$ cat src/rtl/vcm_pkg.sv
package vcm_pkg;

  // Number of partial products whose indices sum to column k.
  function automatic int col_height(input int k, input int w);
    return (k < w) ? k + 1 : 2 * w - 1 - k;
  endfunction

  // Lowest multiplicand row index that feeds column k.
  function automatic int col_first_row(input int k, input int w);
    return (k < w) ? 0 : k - w + 1;
  endfunction

  // Reference product, kept as plain arithmetic.
  function automatic longint unsigned ref_mul(input longint unsigned a,
                                              input longint unsigned b);
    return a * b;
  endfunction

endpackage

$ cat src/rtl/pp_grid.sv
module pp_grid #(
  parameter int W = 8
) (
  input  logic [W-1:0]   op_a,
  input  logic [W-1:0]   op_b,
  output logic [W*W-1:0] pp
);
  // pp[i*W+j] = op_a[i] & op_b[j]; every term is formed in parallel.
  for (genvar i = 0; i < W; i++) begin : g_row
    for (genvar j = 0; j < W; j++) begin : g_col
      assign pp[i*W+j] = op_a[i] & op_b[j];
    end
  end
endmodule

$ cat src/rtl/ones_counter.sv
module ones_counter #(
  parameter int N  = 7,
  parameter int OW = $clog2(N + 1)
) (
  input  logic [N-1:0]  bits,
  output logic [OW-1:0] count
);
  always_comb begin
    count = '0;
    for (int t = 0; t < N; t++) begin
      count = count + OW'(bits[t]);
    end
  end

  // The count of a column can never exceed its height.
  always_comb begin
    assert_count_le_height_R3: assert (int'(count) <= N);
  end
endmodule

$ cat src/rtl/weight_merge.sv
module weight_merge #(
  parameter int W    = 8,
  parameter int CW   = 4,
  parameter int NCOL = 2 * W - 1
) (
  input  logic [NCOL*CW-1:0] col_cnt,
  output logic [2*W-1:0]     sum
);
  localparam int PW = 2 * W;
  localparam int AW = PW + CW;

  logic [AW-1:0] acc;
  logic [CW-1:0] spill;

  // Bit m of column k's count lands in column k+m.
  always_comb begin
    acc = '0;
    for (int k = 0; k < NCOL; k++) begin
      acc = acc + (AW'(col_cnt[k*CW +: CW]) << k);
    end
  end

  assign sum   = acc[PW-1:0];
  assign spill = acc[AW-1:PW];

  // Weights past the top product bit must carry nothing.
  always_comb begin
    assert_no_overflow_R4: assert (spill == '0);
  end
endmodule

$ cat src/rtl/vcm_mul.sv
module vcm_mul #(
  parameter int W       = 8,
  parameter bit OUT_REG = 1'b1
) (
  input  logic           clk,
  input  logic           rst_n,
  input  logic           in_valid,
  input  logic [W-1:0]   op_a,
  input  logic [W-1:0]   op_b,
  output logic           out_valid,
  output logic [2*W-1:0] product
);
  import vcm_pkg::*;

  localparam int PW   = 2 * W;
  localparam int NCOL = 2 * W - 1;
  localparam int CW   = $clog2(W + 1);

  logic [W*W-1:0]   pp;
  logic [NCOL*CW-1:0] col_cnt;
  logic [PW-1:0]    prod_comb;

  pp_grid #(.W(W)) u_pp (
    .op_a (op_a),
    .op_b (op_b),
    .pp   (pp)
  );

  // Stage 1: one ones-counter per column, sized to its height.
  for (genvar k = 0; k < NCOL; k++) begin : g_column
    localparam int H  = col_height(k, W);
    localparam int R0 = col_first_row(k, W);
    localparam int OW = $clog2(H + 1);

    logic [H-1:0]  bits;
    logic [OW-1:0] cnt;

    for (genvar t = 0; t < H; t++) begin : g_tap
      assign bits[t] = pp[(R0 + t) * W + (k - R0 - t)];
    end

    ones_counter #(.N(H), .OW(OW)) u_cnt (
      .bits  (bits),
      .count (cnt)
    );

    assign col_cnt[k*CW +: CW] = CW'(cnt);
  end

  // Stage 2: merge the weighted counts.
  weight_merge #(.W(W), .CW(CW), .NCOL(NCOL)) u_merge (
    .col_cnt (col_cnt),
    .sum     (prod_comb)
  );

  if (OUT_REG) begin : g_reg
    always_ff @(posedge clk) begin
      if (!rst_n) begin
        out_valid <= 1'b0;
        product   <= '0;
      end else begin
        out_valid <= in_valid;
        if (in_valid) product <= prod_comb;
      end
    end

    assert_valid_follows_R7: assert property (@(posedge clk) disable iff (!rst_n)
      in_valid |=> out_valid);
    assert_idle_clears_R7: assert property (@(posedge clk) disable iff (!rst_n)
      !in_valid |=> !out_valid);
    assert_idle_holds_R7: assert property (@(posedge clk) disable iff (!rst_n)
      !in_valid |=> $stable(product));
    assert_capture_R1: assert property (@(posedge clk) disable iff (!rst_n)
      in_valid |=> product == $past(prod_comb));
  end else begin : g_pass
    assign out_valid = in_valid;
    assign product   = prod_comb;
  end

  assert_lsb_R2: assert property (@(posedge clk) disable iff (!rst_n)
    prod_comb[0] == (op_a[0] & op_b[0]));
  assert_zero_R5: assert property (@(posedge clk) disable iff (!rst_n)
    (op_a == '0 || op_b == '0) |-> prod_comb == '0);
  assert_unit_R6: assert property (@(posedge clk) disable iff (!rst_n)
    (op_b == W'(1)) |-> prod_comb == PW'(op_a));
endmodule

$ cat config.mk
export PLATFORM = sky130hd
export DESIGN_NAME = vcm_mul
export DESIGN_NICKNAME = d
export VERILOG_FILES = /design/src/rtl/vcm_pkg.sv /design/src/rtl/pp_grid.sv /design/src/rtl/ones_counter.sv /design/src/rtl/weight_merge.sv /design/src/rtl/vcm_mul.sv
export SDC_FILE = /design/constraint.sdc
export NUM_CORES = 1
export LEC_CHECK = 0
export BUFFER_PORTS_ARGS = -buffer_cell sky130_fd_sc_hd__buf_2
export CAP_MARGIN = 20
export CORE_ASPECT_RATIO = 0.9
export CORE_MARGIN = 1
export CORE_UTILIZATION = 41
export DETAILED_ROUTE_END_ITERATION = 10
export GPL_ROUTABILITY_DRIVEN = 0
export GPL_TIMING_DRIVEN = 0
export PLACE_DENSITY = 0.6
export SLEW_MARGIN = 20
export SYNTH_ARGS = -nofsm -noshare
export SYNTH_HDL_FRONTEND = slang
export SYNTH_SLANG_ARGS = --single-unit
$ cat constraint.sdc
create_clock -name clk -period 5.4 [get_ports clk]
set_input_delay 0.27 -clock clk [delete_from_list [all_inputs] [get_ports clk]]
set_output_delay 0.27 -clock clk [all_outputs]
set_load 0.01 [all_outputs]
**After elaboration in Yosys (flattened, before gate mapping)**

Index checks and enable logic that the tools add are counted.

- Logic and storage cells: 129
- Output and inout port bits: 17
- Register bits: 17
- Input bits: 19

- Add/subtract/negate cells: 63
- Bitwise operators: 64

Operator list:

| kind | count |
|---|---|
| 3-bit by 1-bit adder with 3-bit output | 28 |
| 1-bit AND | 64 |
| 16-bit by 11-bit adder with 16-bit output | 2 |
| 16-bit by 14-bit adder with 16-bit output | 2 |
| 16-bit by 15-bit adder with 16-bit output | 2 |
| 1-bit by 1-bit adder with 2-bit output | 13 |
| 4-bit by 1-bit adder with 4-bit output | 6 |
| 16-bit by 12-bit adder with 16-bit output | 1 |
| 16-bit by 13-bit adder with 16-bit output | 1 |
| 16-bit by 6-bit adder with 16-bit output | 1 |
| 16-bit by 7-bit adder with 16-bit output | 1 |
| 16-bit by 8-bit adder with 16-bit output | 1 |
| 16-bit by 9-bit adder with 16-bit output | 1 |
| 4-bit by 4-bit adder with 5-bit output | 1 |
| 1-bit by 3-bit adder with 4-bit output | 1 |
| 2-bit by 1-bit adder with 2-bit output | 2 |

**Depth between registers and ports, before layout**

- Depth in word-level cells: 16
- Depth in mapped cells: 19
- Depth with buffers taken out: 19

**Modules after synthesis**

From an unflattened synthesis, not the netlist that was laid out.

- Cells, all modules: 402
- Area, all modules: 3379.5 um2

Modules (own cells, without submodules):

| module | sequential area each (um2) | cells an instance | area an instance (um2) | instances |
|---|---|---|---|---|
| weight_merge | 0.0 | 174 | 1366.3 | 1 |
| vcm_mul | 340.3 | 54 | 646.9 | 1 |
| pp_grid | 0.0 | 64 | 400.4 | 1 |
| ones_counter (g_column[6].u_cnt ...) | 0.0 | 12 | 110.1 | 2 |
| ones_counter (g_column[5].u_cnt ...) | 0.0 | 12 | 102.6 | 2 |
| ones_counter (g_column[7].u_cnt) | 0.0 | 24 | 190.2 | 1 |
| ones_counter (g_column[10].u_cnt ...) | 0.0 | 8 | 71.3 | 2 |
| ones_counter (g_column[11].u_cnt ...) | 0.0 | 8 | 63.8 | 2 |
| ones_counter (g_column[12].u_cnt ...) | 0.0 | 1 | 20.0 | 2 |
| ones_counter (g_column[13].u_cnt ...) | 0.0 | 1 | 12.5 | 2 |
| ones_counter (g_column[0].u_cnt ...) | 0.0 | 1 | 7.5 | 2 |

**Least setup slack after synthesis**

OpenSTA, ideal clock, no wires.

- Kind: input-to-reg
- From: input port op_a[1]
- To: register product[13]
- Buffers on the path: 0
- Setup time: 122 ps
- Path slack: 634 ps
- Cell stages on the path: 18
- Arrival time: 4644 ps
- Data required time: 5278 ps
- Cells stage by stage: and2_1 -> ha_1 -> inv_1 -> fa_1 -> inv_1 -> fa_1 -> ha_1 -> fa_1 -> xnor2_1 -> fa_1 -> fa_1 -> inv_1 -> ha_1 -> a21oi_1 -> o211ai_2 -> nand3_1 -> a21oi_1 -> a311o_1

- Word-level cells in the longest chain between the ends: 16
- Elaborated cells on any way between the ends: 56
- Those cells by class: add/sub (48); bitwise (8)

Ends and longest elaborated chain:

| item | line | source |
|---|---|---|
| from (decl) | vcm_mul.sv:8 | `input logic [W-1:0] op_a,` |
| 1-bit AND | pp_grid.sv:11 | `assign pp[i*W+j] = op_a[i] & op_b[j];` |
| 1-bit by 1-bit adder with 2-bit output | ones_counter.sv:11 | `count = count + OW'(bits[t]);` |
| 1-bit by 3-bit adder with 4-bit output, or another cell as far along | weight_merge.sv:19 | `acc = acc + (AW'(col_cnt[k*CW +: CW]) << k);` |
| 4-bit by 4-bit adder with 5-bit output, or another cell as far along | weight_merge.sv:19 |  |
| 16-bit by 6-bit adder with 16-bit output, or another cell as far along | weight_merge.sv:19 |  |
| 16-bit by 7-bit adder with 16-bit output, or another cell as far along | weight_merge.sv:19 |  |
| 16-bit by 8-bit adder with 16-bit output, or another cell as far along | weight_merge.sv:19 |  |
| 16-bit by 9-bit adder with 16-bit output or 4-bit by 1-bit adder with 4-bit output (tied branches) | weight_merge.sv:19, ones_counter.sv:11 |  |
| 16-bit by 11-bit adder with 16-bit output | weight_merge.sv:19 |  |
| 16-bit by 11-bit adder with 16-bit output (*) | weight_merge.sv:19 |  |
| 16-bit by 12-bit adder with 16-bit output (*) | weight_merge.sv:19 |  |
| 16-bit by 13-bit adder with 16-bit output (*) | weight_merge.sv:19 |  |
| 16-bit by 14-bit adder with 16-bit output (*) (2 in a row) | weight_merge.sv:19 |  |
| 16-bit by 15-bit adder with 16-bit output (*) (2 in a row) | weight_merge.sv:19 |  |
| to (signal assigned) | vcm_mul.sv:63 | `if (in_valid) product <= prod_comb;` |
| to (decl) | vcm_mul.sv:11 | `output logic [2*W-1:0] product` |

Mark *: on every way between the ends. The rest lies on a longest branch, timed or not.
A chain may end at the register's enable or synchronous reset.

**Worst setup path after layout**

Same ends and word-level chain as after synthesis.

==> flow_summary_export.csv <==
group,metric,value,unit
floorplan,die_w,88.6,µm
worst_setup_path,cp-start-kind,"primary input",
sta,setup_viol,0,
worst_setup_path,critical_path_class,"in2reg",
drt,first_pass_iters,4,
synthesis,synthFlopType,"dfxtp_1",
layout,layout.nets,445,
drt,routedWlPerCell,12.7,µm
worst_setup_path,end_kind,"flip-flop",
power_and_ir_drop,p_leak,1.68,nW
grt,grt_usage,0.170,
grt,grt_overflow,0,
sta,worst_slew_pin_slew,0.368,ns
clock_tree,post_cts.repair.setup_buffers,0,
layout,antenna_cells,0,
sta,fmax,0.203,GHz
placed_design,placed_area,0.00305,mm²
grt,grt_pass1_wl,9.23,mm
power_and_ir_drop,vdd_drop_max,0.160,mV
drt,ant_nets,0,
sta,fin_crit_sh,0.911,
placed_design,pre_cts_slack,0.167,ns
layout,design_area,0.00310,mm²
synthesis,ys_seq_elements,17,
clock_tree,cts_tree,"yes",
floorplan,die_h,80.0,µm
sta,fin_setup_tns,0,ns
placed_design,port_buffers,34,
clock_tree,clkSinkCount,17,
synthesis,syn_area,0.00277,mm²
clock_tree,cts.htree.levels,1,
floorplan,core_area,0.00655,mm²
sta,hold_viol,0,
drt,vias_per_cell,4.80,
run_status,status,"finished, final reports clean",
power_and_ir_drop,powerDensity,299,mW/mm²
grt,antenna_found_initial,0,
sta,slew-limit-headroom,0.754,
synthesis,synth_area_per_cell,9.02,µm²
clock_tree,path_clk_slew,0.06,ns
synthesis,yosysWarnings,0,
floorplan,dieArea,0.00709,mm²
sta,fin_crit,4.92,ns
floorplan,start_util,0.423,
drt,num_vias,2087,
sta,clock_skew,0,ns
hold_path,hold_class,"in2reg",
synthesis,syn_nets,406,
clock_tree,clockBufferDepth,2,
drt,finalWirelength,5.50,mm
grt,grt_pass1_vias,2007,
synthesis,synth.distinct_cells,34,
clock_tree,hold_buffers,0,
grt,grt_max_degree,11,
worst_setup_path,cp.arrival,5.06,ns
clock_tree,clkLatencyLatePin,0.25,ns
synthesis,async_flop_share,0,
placed_design,dp_hpwl,4.57,mm
layout,fillers,678,
floorplan,std_cell_rows,28,
synthesis,synth_edf_count,0,
sta,slew_viol_final,0,
drt,drt_iter0_drc,62,
sta,worst_slack,0.479,ns
layout,syn2layout_area_growth,11.8,%
clock_tree,root_buffer,"clkbuf_8",
synthesis,ys_seq_area_frac,0.123,
synthesis,syn_inst,307,
floorplan,ios,36,
flow_run,maxCapViolCount,0,
worst_setup_path,cp_max_fo,8,
layout,drive_gt1_frac,0.130,
clock_tree,cts_resized,0,
drt,drc,0,
worst_setup_path,crit_required,5.54,ns
sta,rsz0062_at_grt,"no",
clock_tree,numCtsBuffers,3,
per-layer routing:
metal,up-vias,wire length [µm],part of all wire,GRT usage
met5,-,0,0,0
met4,0,23,0.0042,0.0194
met3,5,152,0.028,0.0259
met2,30,2740,0.50,0.294
met1,1022,2590,0.47,0.228
li1,1030,-,-,-
logic make-up (layout without fill, tap and decap cells):
group	Yosys count	after routing	share of synthesized area
compound gates	30	30	0.0777
mux	7	7	0.0253
fa+ha+maj	80	80	0.462
flops	17	17	0.123
simple gates	90	90	0.176
buf+inv	72	110	0.102
xor+xnor	11	11	0.0348
stage by stage:
| step | std cells | hold slack, ns | utilization | total power, mW |
|---|---|---|---|---|
| after CTS | 435 | 0.336 | 0.473 | 0.945 |
| after floorplan | 307 | 0.398 | - | 0.682 |
| after global routing | 435 | 0.341 | 0.473 | 1.04 |
| after global placement | 431 | 0.436 | 0.466 | 0.831 |
| final | 435 | 0.343 | 0.473 | 0.925 |
| after detailed placement | 431 | 0.441 | 0.466 | 0.844 |
layout by cell type, fill, tap and decap left out, types with 2 or more instances in the layout:
cell and n:
a21o_1 4, a21oi_1 6, a31oi_1 3, and2_1 38, buf_2 35, clkbuf_1 2
clkbuf_8 4, dfxtp_1 17, fa_1 37, ha_1 43, inv_1 69, mux2i_1 7
nand2_1 32, nand3_1 4, nand3b_1 4, nor2b_1 8, o21ai_0 4, o21ai_1 3
xnor2_1 6, xor2_1 5
area by class of cell:
cell class / instances / area (µm²) / area share
Multi-Input combinational cell: 218 / 2150 / 0.693
Sequential cell: 17 / 340 / 0.110
Inverter: 69 / 259 / 0.0836
Timing Repair Buffer: 34 / 170 / 0.0549
Tap cell: 90 / 113 / 0.0363
Clock buffer: 4 / 45.0 / 0.0145
Buffer: 3 / 22.5 / 0.00727
synthesized netlist by cell type, types with 3 or more instances:
master,count,area (µm²)
inv_1,69,259
ha_1,43,538
and2_1,38,238
fa_1,37,741
nand2_1,32,120
dfxtp_1,17,340
nor2b_1,8,50.1
mux2i_1,7,70.1
a21oi_1,6,30.0
xnor2_1,6,52.6
xor2_1,5,43.8
a21o_1,4,30.0
nand3_1,4,20.0
nand3b_1,4,30.0
o21ai_0,4,20.0
a31oi_1,3,18.8
o21ai_1,3,15.0
worst max-delay path: stages:
cell      delay [ns]
buf_2           0.15
and2_1          0.17
ha_1            0.27
inv_1           0.05
fa_1            0.52
inv_1           0.05
fa_1            0.47
ha_1            0.23
fa_1            0.38
xnor2_1         0.24
fa_1            0.48
fa_1            0.54
inv_1           0.04
ha_1            0.37
a21oi_1         0.20
o211ai_2        0.14
nand3_1         0.13
a21oi_1         0.07
a311o_1         0.27
registers in the layout, indices dropped and copies added, names as in the netlist:
name and flops:
product 16, out_valid 1
power by group:
part | internal [mW] | leakage (nW) | total [mW] | switching (mW)
combinational | 0.291 | 1.52 | 0.662 | 0.371
sequential | 0.155 | 0.140 | 0.169 | 0.0137
clock | 0.0523 | 0.0228 | 0.0941 | 0.0418
total | 0.499 | 1.68 | 0.925 | 0.426
path summary, 6_finish.rpt:
kind                from          end  slack, ns  depth (start not counted)
max              op_a[1]  product[13]       0.48                         19
max reg2reg  product[13]  product[13]       4.47                          2
min                rst_n   product[0]       0.34                          2
min reg2reg  product[15]  product[15]       0.44                          2
(Power assumes the default switching activity.)
